$ cat src/rtl/rtc_pkg.sv
`timescale 1ns/1ps
package rtc_pkg;

   localparam int FIELD_W  = 8;
   localparam int NUM_TIME = 6;

   // field offsets; behaviour depends on these for the burst order
   localparam logic [3:0] OFF_SEC   = 4'h0;
   localparam logic [3:0] OFF_WEEK  = 4'h6;
   localparam logic [3:0] OFF_ALM0  = 4'h7;
   localparam logic [3:0] OFF_CTRL  = 4'hD;
   localparam logic [3:0] OFF_STAT  = 4'hE;
   localparam logic [3:0] OFF_IEN   = 4'hF;

   // seconds is the least significant byte, so field i sits at [8*i +: 8]
   typedef struct packed {
      logic [7:0] yr;
      logic [7:0] mon;
      logic [7:0] day;
      logic [7:0] hr;
      logic [7:0] min;
      logic [7:0] sec;
   } rtc_time_t;

   function automatic logic [7:0] bcd_inc(input logic [7:0] v);
      logic [7:0] r;
      if (v[3:0] == 4'd9) r = {v[7:4] + 4'd1, 4'd0};
      else                r = {v[7:4], v[3:0] + 4'd1};
      return r;
   endfunction

   function automatic logic [6:0] bcd_to_bin(input logic [7:0] v);
      logic [6:0] tens;
      logic [6:0] ones;
      tens = {3'b000, v[7:4]};
      ones = {3'b000, v[3:0]};
      return tens * 7'd10 + ones;
   endfunction

   function automatic logic [6:0] month_len(input logic [7:0] mon_bcd,
                                            input logic [7:0] yr_bcd);
      logic [6:0] yb;
      logic       leap;
      logic [6:0] n;
      yb   = bcd_to_bin(yr_bcd);
      leap = (yb[1:0] == 2'b00);
      case (mon_bcd)
         8'h02:                      n = leap ? 7'd29 : 7'd28;
         8'h04, 8'h06, 8'h09, 8'h11: n = 7'd30;
         default:                    n = 7'd31;
      endcase
      return n;
   endfunction

endpackage

$ cat src/rtl/rtc_calendar.sv
`timescale 1ns/1ps
module rtc_calendar
   import rtc_pkg::*;
#(
   parameter int WEEK_DAYS = 7,
   localparam int WK_W     = $clog2(WEEK_DAYS)
) (
   input  logic                clk,
   input  logic                rst_n,
   input  logic                adv,
   input  logic [NUM_TIME-1:0] ld_en,
   input  logic                wk_ld,
   input  logic [FIELD_W-1:0]  ld_data,
   output rtc_time_t           now_t,
   output rtc_time_t           nxt_t,
   output logic [WK_W-1:0]     week,
   output logic [3:0]          ev
);

   localparam rtc_time_t T_RST = '{yr: 8'h00, mon: 8'h01, day: 8'h01,
                                   hr: 8'h00, min: 8'h00, sec: 8'h00};

   rtc_time_t       t_q;
   logic [WK_W-1:0] wk_q;
   logic sec_w, min_w, hr_w, day_w, mon_w;

   always_comb begin
      sec_w = (t_q.sec == 8'h59);
      min_w = sec_w && (t_q.min == 8'h59);
      hr_w  = min_w && (t_q.hr == 8'h23);
      day_w = hr_w && (bcd_to_bin(t_q.day) == month_len(t_q.mon, t_q.yr));
      mon_w = day_w && (t_q.mon == 8'h12);

      nxt_t     = t_q;
      nxt_t.sec = sec_w ? 8'h00 : bcd_inc(t_q.sec);
      if (sec_w) nxt_t.min = min_w ? 8'h00 : bcd_inc(t_q.min);
      if (min_w) nxt_t.hr  = hr_w  ? 8'h00 : bcd_inc(t_q.hr);
      if (hr_w)  nxt_t.day = day_w ? 8'h01 : bcd_inc(t_q.day);
      if (day_w) nxt_t.mon = mon_w ? 8'h01 : bcd_inc(t_q.mon);
      if (mon_w) nxt_t.yr  = (t_q.yr == 8'h99) ? 8'h00 : bcd_inc(t_q.yr);
   end

   always_ff @(posedge clk or negedge rst_n) begin
      if (!rst_n) begin
         t_q <= T_RST;
      end else if (adv) begin
         t_q <= nxt_t;
      end else begin
         for (int i = 0; i < NUM_TIME; i++)
            if (ld_en[i]) t_q[FIELD_W*i +: FIELD_W] <= ld_data;
      end
   end

   always_ff @(posedge clk or negedge rst_n) begin
      if (!rst_n)
         wk_q <= '0;
      else if (adv && hr_w)
         wk_q <= (wk_q == WK_W'(WEEK_DAYS - 1)) ? '0 : wk_q + WK_W'(1);
      else if (wk_ld)
         wk_q <= ld_data[WK_W-1:0];
   end

   assign now_t = t_q;
   assign week  = wk_q;
   // [0] second, [1] minute, [2] hour, [3] day boundary
   assign ev    = {adv & hr_w, adv & min_w, adv & sec_w, adv};

endmodule

$ cat src/rtl/rtc_alarm_unit.sv
`timescale 1ns/1ps
module rtc_alarm_unit
   import rtc_pkg::*;
(
   input  logic                clk,
   input  logic                rst_n,
   input  logic [NUM_TIME-1:0] ld_en,
   input  logic [FIELD_W-1:0]  ld_data,
   input  logic                adv,
   input  rtc_time_t           nxt_t,
   output rtc_time_t           alm_t,
   output logic                hit
);

   rtc_time_t a_q;

   always_ff @(posedge clk or negedge rst_n) begin
      if (!rst_n) begin
         a_q <= '0;
      end else begin
         for (int i = 0; i < NUM_TIME; i++)
            if (ld_en[i]) a_q[FIELD_W*i +: FIELD_W] <= ld_data;
      end
   end

   // compared against the time the counted tick is about to produce
   assign hit   = adv && (nxt_t == a_q);
   assign alm_t = a_q;

endmodule

$ cat src/rtl/rtc_event_status.sv
`timescale 1ns/1ps
module rtc_event_status (
   input  logic       clk,
   input  logic       rst_n,
   input  logic [3:0] ev,
   input  logic       alarm_hit,
   input  logic       clr_we,
   input  logic [5:0] clr_mask,   // status bits 7..2
   input  logic       run,
   input  logic [3:0] ien,
   output logic [7:0] stat,
   output logic       irq
);

   logic [3:0] ev_q;
   logic       alm_q;
   logic       pu_q;
   logic [5:0] clr;

   assign clr = clr_we ? clr_mask : 6'b0;

   always_ff @(posedge clk or negedge rst_n) begin
      if (!rst_n) begin
         ev_q  <= '0;
         alm_q <= 1'b0;
         pu_q  <= 1'b1;
      end else begin
         ev_q  <= (ev_q & ~clr[3:0]) | ev;
         alm_q <= (alm_q & ~clr[4]) | alarm_hit;
         pu_q  <= pu_q & ~clr[5];
      end
   end

   assign stat = {pu_q, alm_q, ev_q, run, 1'b0};
   assign irq  = (alm_q & ien[3]) | (ev_q[ien[1:0]] & ien[2]);

endmodule

$ cat src/rtl/bcd_rtc_regs.sv
`timescale 1ns/1ps
module bcd_rtc_regs
   import rtc_pkg::*;
#(
   parameter int ADDR_W      = 5,
   parameter int DATA_W      = 8,
   parameter int WEEK_DAYS   = 7,
   parameter bit SNAPSHOT_EN = 1'b1,
   localparam int WK_W       = $clog2(WEEK_DAYS)
) (
   input  logic              clk,
   input  logic              rst_n,
   input  logic              tick_1hz,
   input  logic              bus_we,
   input  logic [ADDR_W-1:0] bus_addr,
   input  logic [DATA_W-1:0] bus_wdata,
   output logic [DATA_W-1:0] bus_rdata,
   output logic              irq
);

   generate
      if (DATA_W != FIELD_W) begin : g_bad_data_w
         $error("bcd_rtc_regs: DATA_W must equal the BCD field width");
      end
      if (ADDR_W < 4) begin : g_bad_addr_w
         $error("bcd_rtc_regs: ADDR_W must cover 16 registers");
      end
      if (WEEK_DAYS < 2 || WEEK_DAYS > 8) begin : g_bad_week
         $error("bcd_rtc_regs: WEEK_DAYS out of range");
      end
   endgenerate

   logic       in_range;
   logic [3:0] off;
   logic       sel;

   generate
      if (ADDR_W > 4) begin : g_hi_dec
         assign in_range = (bus_addr[ADDR_W-1:4] == '0);
      end else begin : g_no_hi
         assign in_range = 1'b1;
      end
   endgenerate

   assign off = bus_addr[3:0];
   assign sel = bus_we && in_range;

   logic run_q;
   logic snap_view_q;
   logic [3:0] ien_q;
   logic adv;

   logic [NUM_TIME-1:0] time_ld;
   logic [NUM_TIME-1:0] alm_ld;
   logic wk_ld, ctrl_we, stat_we, ien_we;

   always_comb begin
      for (int i = 0; i < NUM_TIME; i++) begin
         time_ld[i] = sel && !run_q && (off == OFF_SEC + 4'(i));
         alm_ld[i]  = sel && (off == OFF_ALM0 + 4'(i));
      end
   end

   assign wk_ld   = sel && !run_q && (off == OFF_WEEK);
   assign ctrl_we = sel && (off == OFF_CTRL);
   assign stat_we = sel && (off == OFF_STAT);
   assign ien_we  = sel && (off == OFF_IEN);

   // run value held before this edge decides whether the tick counts
   assign adv = tick_1hz && run_q;

   always_ff @(posedge clk or negedge rst_n) begin
      if (!rst_n) begin
         run_q       <= 1'b0;
         snap_view_q <= 1'b0;
         ien_q       <= '0;
      end else begin
         if (ctrl_we) begin
            run_q       <= bus_wdata[0];
            snap_view_q <= bus_wdata[6];
         end
         if (ien_we) ien_q <= bus_wdata[3:0];
      end
   end

   rtc_time_t       now_t;
   rtc_time_t       nxt_t;
   rtc_time_t       alm_t;
   rtc_time_t       view_t;
   logic [WK_W-1:0] week;
   logic [3:0]      ev;
   logic            alarm_hit;
   logic [7:0]      stat;

   rtc_calendar #(.WEEK_DAYS(WEEK_DAYS)) u_cal (
      .clk     (clk),
      .rst_n   (rst_n),
      .adv     (adv),
      .ld_en   (time_ld),
      .wk_ld   (wk_ld),
      .ld_data (bus_wdata),
      .now_t   (now_t),
      .nxt_t   (nxt_t),
      .week    (week),
      .ev      (ev)
   );

   rtc_alarm_unit u_alm (
      .clk     (clk),
      .rst_n   (rst_n),
      .ld_en   (alm_ld),
      .ld_data (bus_wdata),
      .adv     (adv),
      .nxt_t   (nxt_t),
      .alm_t   (alm_t),
      .hit     (alarm_hit)
   );

   rtc_event_status u_stat (
      .clk       (clk),
      .rst_n     (rst_n),
      .ev        (ev),
      .alarm_hit (alarm_hit),
      .clr_we    (stat_we),
      .clr_mask  (bus_wdata[7:2]),
      .run       (run_q),
      .ien       (ien_q),
      .stat      (stat),
      .irq       (irq)
   );

   generate
      if (SNAPSHOT_EN) begin : g_snap
         rtc_time_t shadow_q;
         always_ff @(posedge clk or negedge rst_n) begin
            if (!rst_n)
               shadow_q <= '0;
            else if (ctrl_we && bus_wdata[6])
               shadow_q <= now_t;
         end
         assign view_t = snap_view_q ? shadow_q : now_t;
      end else begin : g_live
         assign view_t = now_t;
      end
   endgenerate

   logic [7:0] rd;
   always_comb begin
      case (off)
         4'h0:    rd = view_t.sec;
         4'h1:    rd = view_t.min;
         4'h2:    rd = view_t.hr;
         4'h3:    rd = view_t.day;
         4'h4:    rd = view_t.mon;
         4'h5:    rd = view_t.yr;
         4'h6:    rd = 8'(week);
         4'h7:    rd = alm_t.sec;
         4'h8:    rd = alm_t.min;
         4'h9:    rd = alm_t.hr;
         4'hA:    rd = alm_t.day;
         4'hB:    rd = alm_t.mon;
         4'hC:    rd = alm_t.yr;
         4'hD:    rd = {1'b0, snap_view_q, 5'b00000, run_q};
         4'hE:    rd = stat;
         default: rd = {4'b0000, ien_q};
      endcase
      bus_rdata = in_range ? rd : '0;
   end

endmodule

$ cat config.mk
export PLATFORM = sky130hd
export DESIGN_NAME = bcd_rtc_regs
export DESIGN_NICKNAME = d
export VERILOG_FILES = /design/src/rtl/rtc_pkg.sv /design/src/rtl/rtc_calendar.sv /design/src/rtl/rtc_alarm_unit.sv /design/src/rtl/rtc_event_status.sv /design/src/rtl/bcd_rtc_regs.sv
export SDC_FILE = /design/constraint.sdc
export NUM_CORES = 1
export LEC_CHECK = 0
export ABC_CLOCK_PERIOD_IN_PS = 9900
export BUFFER_PORTS_ARGS = -buffer_cell sky130_fd_sc_hd__buf_2
export CAP_MARGIN = 5
export CORE_ASPECT_RATIO = 1.75
export CORE_MARGIN = 2
export CORE_UTILIZATION = 41
export DETAILED_ROUTE_END_ITERATION = 16
export GPL_TIMING_DRIVEN = 0
export PLACE_DENSITY_LB_ADDON = 0.05
export SLEW_MARGIN = 40
export SYNTH_ARGS = -nofsm -noshare
export SYNTH_HDL_FRONTEND = slang
export SYNTH_SLANG_ARGS = --single-unit
$ cat constraint.sdc
create_clock -name clk -period 9.9 [get_ports clk]
set_input_delay 1.485 -clock clk [delete_from_list [all_inputs] [get_ports clk]]
set_output_delay 1.485 -clock clk [all_outputs]
set_load 0.01 [all_outputs]
==> impl_results.md <==
- Status: complete, no violations
- Post-synthesis cell area: 11100 um^2
- Starting density of the core: 41.8%
- Average wire per cell in the routed design: 35.2 um
- First-iteration detailed-routing DRC count: 1003
- Pleak: 5.13 nW
- Final HPWL from detailed placement: 42600 um
- Highest net fanout along the worst path: 10
- Total track usage: 39.9%
- Portion of the post-synthesis area used by sequential elements: 35.7%
- Total number of vias: 10900
- Clock root buffer: sky130_fd_sc_hd__clkbuf_16
- FF+latch count, synth: 159
- Antenna viol nets, final: 0
- Cell count after synthesis: 1220
- Data arrival time of the critical path: 4.72 ns
- Post-DR vias/cell: 6.83
- Post-layout nets: 1313
- Number of hold buffers added after CTS: 0
- Max-Slew Margin vs Limit: 39.6%
- Skew-Pair Late Insertion Delay: 0.47 ns
- Highest clock frequency the design can meet: 161 MHz
- Synth Flop Type: sky130_fd_sc_hd__dfrtp_1
- Mean Syn Cell Area: 9.13 um^2
- RSZ-0062 raised after global routing: no
- Number of buffers inserted during clock tree synthesis: 17
- Post-layout min period: 6.20 ns
- Maximum vdd drop: 0.130 mV
- Number of setup buffers added after CTS: 0
- Yosys warning count: 0
- CTS Buffer Depth: 2
- CTS H-Tree Depth: 4
- Leading cell type in the layout, fill and taps excluded: sky130_fd_sc_hd__dfrtp_1
- Hold Path Class: flop to flop
- Die Width: 129 um
- Startpoint kind of the worst setup timing path: input port
- Standard-cell rows: 79
- Number of distinct library cells after synthesis: 91
- Initial antenna violation count: 3
- Period utilisation layout: 62.6%
- Launching point of the worst reg2reg path: u_cal.now_t[5]
- DRC violation count after routing: 0
- # clock sinks: 159
- Layout cell share with drive strength beyond 1: 17.4%
- Most frequent cells in the layout: 156 x sky130_fd_sc_hd__dfrtp_1, 149 x sky130_fd_sc_hd__nand2_1, 86 x sky130_fd_sc_hd__mux2_2, 81 x sky130_fd_sc_hd__o21ai_0, 79 x sky130_fd_sc_hd__nor2_1
- Number of enable-type register cells in the synthesized netlist: 0
- Hold Violations, Final: 0
- Pin slew with the least headroom to its limit: 0.907 ns
- Worst min-delay path startpoint: g_snap.shadow_q[17]
- Placeable Area: 26700 um^2
- Number of optimization iterations in the first detailed-route pass: 6
- Clock Skew: 0.00959 ns
- Leftover overflow at the end of global routing: 0
- Count of cells resized by post-cts repair: 0
- Number of max-slew violations in the final report: 0
- Clock tree from TritonCTS: yes
- Relative area change from synthesis to final layout: 11.2%
- Async S/R FF share, synth: 100%
- Number of setup violations in the final report: 0
- Worst-case hold path end point: g_snap.shadow_q[17]
- Number of cells on the worst hold path: 2
- Height of the die: 222 um
- Max-capacitance violation count: 0
- Overall routed net length: 56400 um
- Maximum number of pins on one net before global-route repair: 71
- Total nets after synthesis: 1267
- Number of global-route vias before repair: 10700
- Required @ worst endpoint: 8.42 ns
- Worst reg2reg path depth: 12
- Worst Hold Margin: 0.483 ns
- Wire length of the first global-routing pass: 79200 um
- Capture point of the worst reg-to-reg path: u_stat.alm_q
- Placed Instance Area: 11800 um^2
- Critical Setup Path Class: input port to output port
- Setup TNS: 0 ns
- Total power density per cell area: 209 nW/um^2
- Gpl congestion: 1.08
- Flop2flop setup slack: 4.86 ns
- # port buffers: 24
- Die footprint: 28600 um^2
- Count of boundary I/O pins: 26
- Crit path capture type: output port
- Reg clk slew, reported paths: 0.06 ns
- Fin area: 12400 um^2
- Pwr Total: 2.59 mW
==> worst max-delay path by stage <==
stage                     depth (start not counted)   startpoint      endpoint
final                                             9  bus_addr[0]  bus_rdata[2]
after global routing                              9  bus_addr[0]  bus_rdata[2]
after CTS                                         8  bus_addr[1]  bus_rdata[3]
after detailed placement                          8  bus_addr[1]  bus_rdata[3]
after global placement                            9  bus_addr[1]  bus_rdata[3]
after floorplan                                   7  bus_addr[2]  bus_rdata[1]
==> where the power goes <==
group          switching, mW  leakage, nW  internal (mW)
logic                  0.600         2.84          0.360
clock network          0.296        0.264          0.371
registers              0.187         2.03          0.772
==> cells in the mapped netlist (5+ instances only) <==
| cell type | number | area, um^2 |
|---|---|---|
| sky130_fd_sc_hd__clkbuf_1 | 54 | 203 |
| sky130_fd_sc_hd__a21boi_0 | 6 | 45.0 |
| sky130_fd_sc_hd__a221oi_1 | 6 | 52.6 |
| sky130_fd_sc_hd__nor4_1 | 19 | 119 |
| sky130_fd_sc_hd__a2111oi_0 | 8 | 70.1 |
| sky130_fd_sc_hd__mux2i_1 | 43 | 430 |
| sky130_fd_sc_hd__a211oi_1 | 9 | 67.6 |
| sky130_fd_sc_hd__xnor2_1 | 28 | 245 |
| sky130_fd_sc_hd__a22o_1 | 5 | 43.8 |
| sky130_fd_sc_hd__nor3b_1 | 9 | 67.6 |
| sky130_fd_sc_hd__buf_2 | 15 | 75.1 |
| sky130_fd_sc_hd__buf_1 | 8 | 30.0 |
| sky130_fd_sc_hd__and2_1 | 6 | 37.5 |
| sky130_fd_sc_hd__o32ai_1 | 6 | 52.6 |
| sky130_fd_sc_hd__o21ai_0 | 81 | 405 |
| sky130_fd_sc_hd__nand2b_1 | 12 | 75.1 |
| sky130_fd_sc_hd__a32o_1 | 5 | 50.1 |
| sky130_fd_sc_hd__a21oi_1 | 41 | 205 |
| sky130_fd_sc_hd__nand2_1 | 149 | 559 |
| sky130_fd_sc_hd__a221o_1 | 13 | 130 |
| sky130_fd_sc_hd__dfrtp_1 | 156 | 3900 |
| sky130_fd_sc_hd__o211ai_1 | 5 | 37.5 |
| sky130_fd_sc_hd__nor2_1 | 81 | 304 |
| sky130_fd_sc_hd__or3_1 | 6 | 37.5 |
| sky130_fd_sc_hd__a31oi_1 | 17 | 106 |
| sky130_fd_sc_hd__nand3b_1 | 8 | 60.1 |
| sky130_fd_sc_hd__o211a_1 | 5 | 50.1 |
| sky130_fd_sc_hd__mux2_2 | 86 | 968 |
| sky130_fd_sc_hd__and3_1 | 10 | 62.6 |
| sky130_fd_sc_hd__nor2b_1 | 11 | 68.8 |
| sky130_fd_sc_hd__o22ai_1 | 17 | 106 |
| sky130_fd_sc_hd__nand3_1 | 39 | 195 |
| sky130_fd_sc_hd__o31ai_1 | 9 | 67.6 |
| sky130_fd_sc_hd__nor3_1 | 28 | 140 |
| sky130_fd_sc_hd__ha_1 | 28 | 350 |
| sky130_fd_sc_hd__and3b_1 | 7 | 61.3 |
| sky130_fd_sc_hd__o41ai_1 | 5 | 43.8 |
| sky130_fd_sc_hd__inv_1 | 31 | 116 |
| sky130_fd_sc_hd__xor2_1 | 16 | 140 |
| sky130_fd_sc_hd__nand4_1 | 13 | 81.3 |
| sky130_fd_sc_hd__a22oi_1 | 29 | 218 |
==> cell families after synthesis <==
kind of cell	synth area share, %
AND/OR/NAND/NOR	20.0
buffers and inverters	4.11
AO/OA/AOI/OAI	20.1
flip-flops	35.7
XOR/XNOR	3.67
multiplexers	12.9
adder cells (fa/ha/maj)	3.50
==> state kept, by name, indices dropped and copies added, names as in the netlist <==
name             count
g_snap.shadow_q     48
u_alm.alm_t         48
u_cal.now_t         48
ien_q                4
u_stat.ev_q          4
u_cal.week           3
run_q                1
snap_view_q          1
u_stat.alm_q         1
u_stat.pu_q          1
==> metal layers <==
layer	vias to the layer above	track usage (%)	part of all wire (%)
met1	5428	44.1	35
met2	625	63.8	47
met5	-	0	0.037
met3	244	7.55	6.7
li1	4650	-	-
met4	2	36.6	12
==> worst max-delay path, cell delays in order <==
cell and delay, ns:
sky130_fd_sc_hd__buf_2 0.11, sky130_fd_sc_hd__clkbuf_1 0.45, sky130_fd_sc_hd__and2_1 0.20, sky130_fd_sc_hd__clkbuf_1 0.43
sky130_fd_sc_hd__nand2_1 0.43, sky130_fd_sc_hd__nor2_1 0.79, sky130_fd_sc_hd__a2111oi_0 0.22, sky130_fd_sc_hd__a311oi_1 0.39
sky130_fd_sc_hd__buf_2 0.20
==> metrics by stage <==
stage / std cells / util [%] / worst slack, ns
2_1_floorplan: 1220 / - / 5.22
3_3_place_gp: 1568 / 43.7 / 3.64
3_5_place_dp: 1571 / 44.2 / 4.06
4_1_cts: 1602 / 46.4 / 4.02
5_1_grt: 1602 / 46.4 / 3.85
6_report: 1604 / 46.4 / 3.70
==> final cells by class <==
class / count / area [um^2]
Fill cell: 2667 / 14300
Multi-Input combinational cell: 949 / 6750
Sequential cell: 159 / 3980
Clock buffer: 23 / 488
Tap cell: 324 / 405
Buffer: 81 / 367
Timing Repair Buffer: 27 / 193
Inverter: 31 / 116
Clock inverter: 8 / 81.3
Antenna cell: 2 / 5.00
Note: power is estimated with default switching activity, not from simulation.
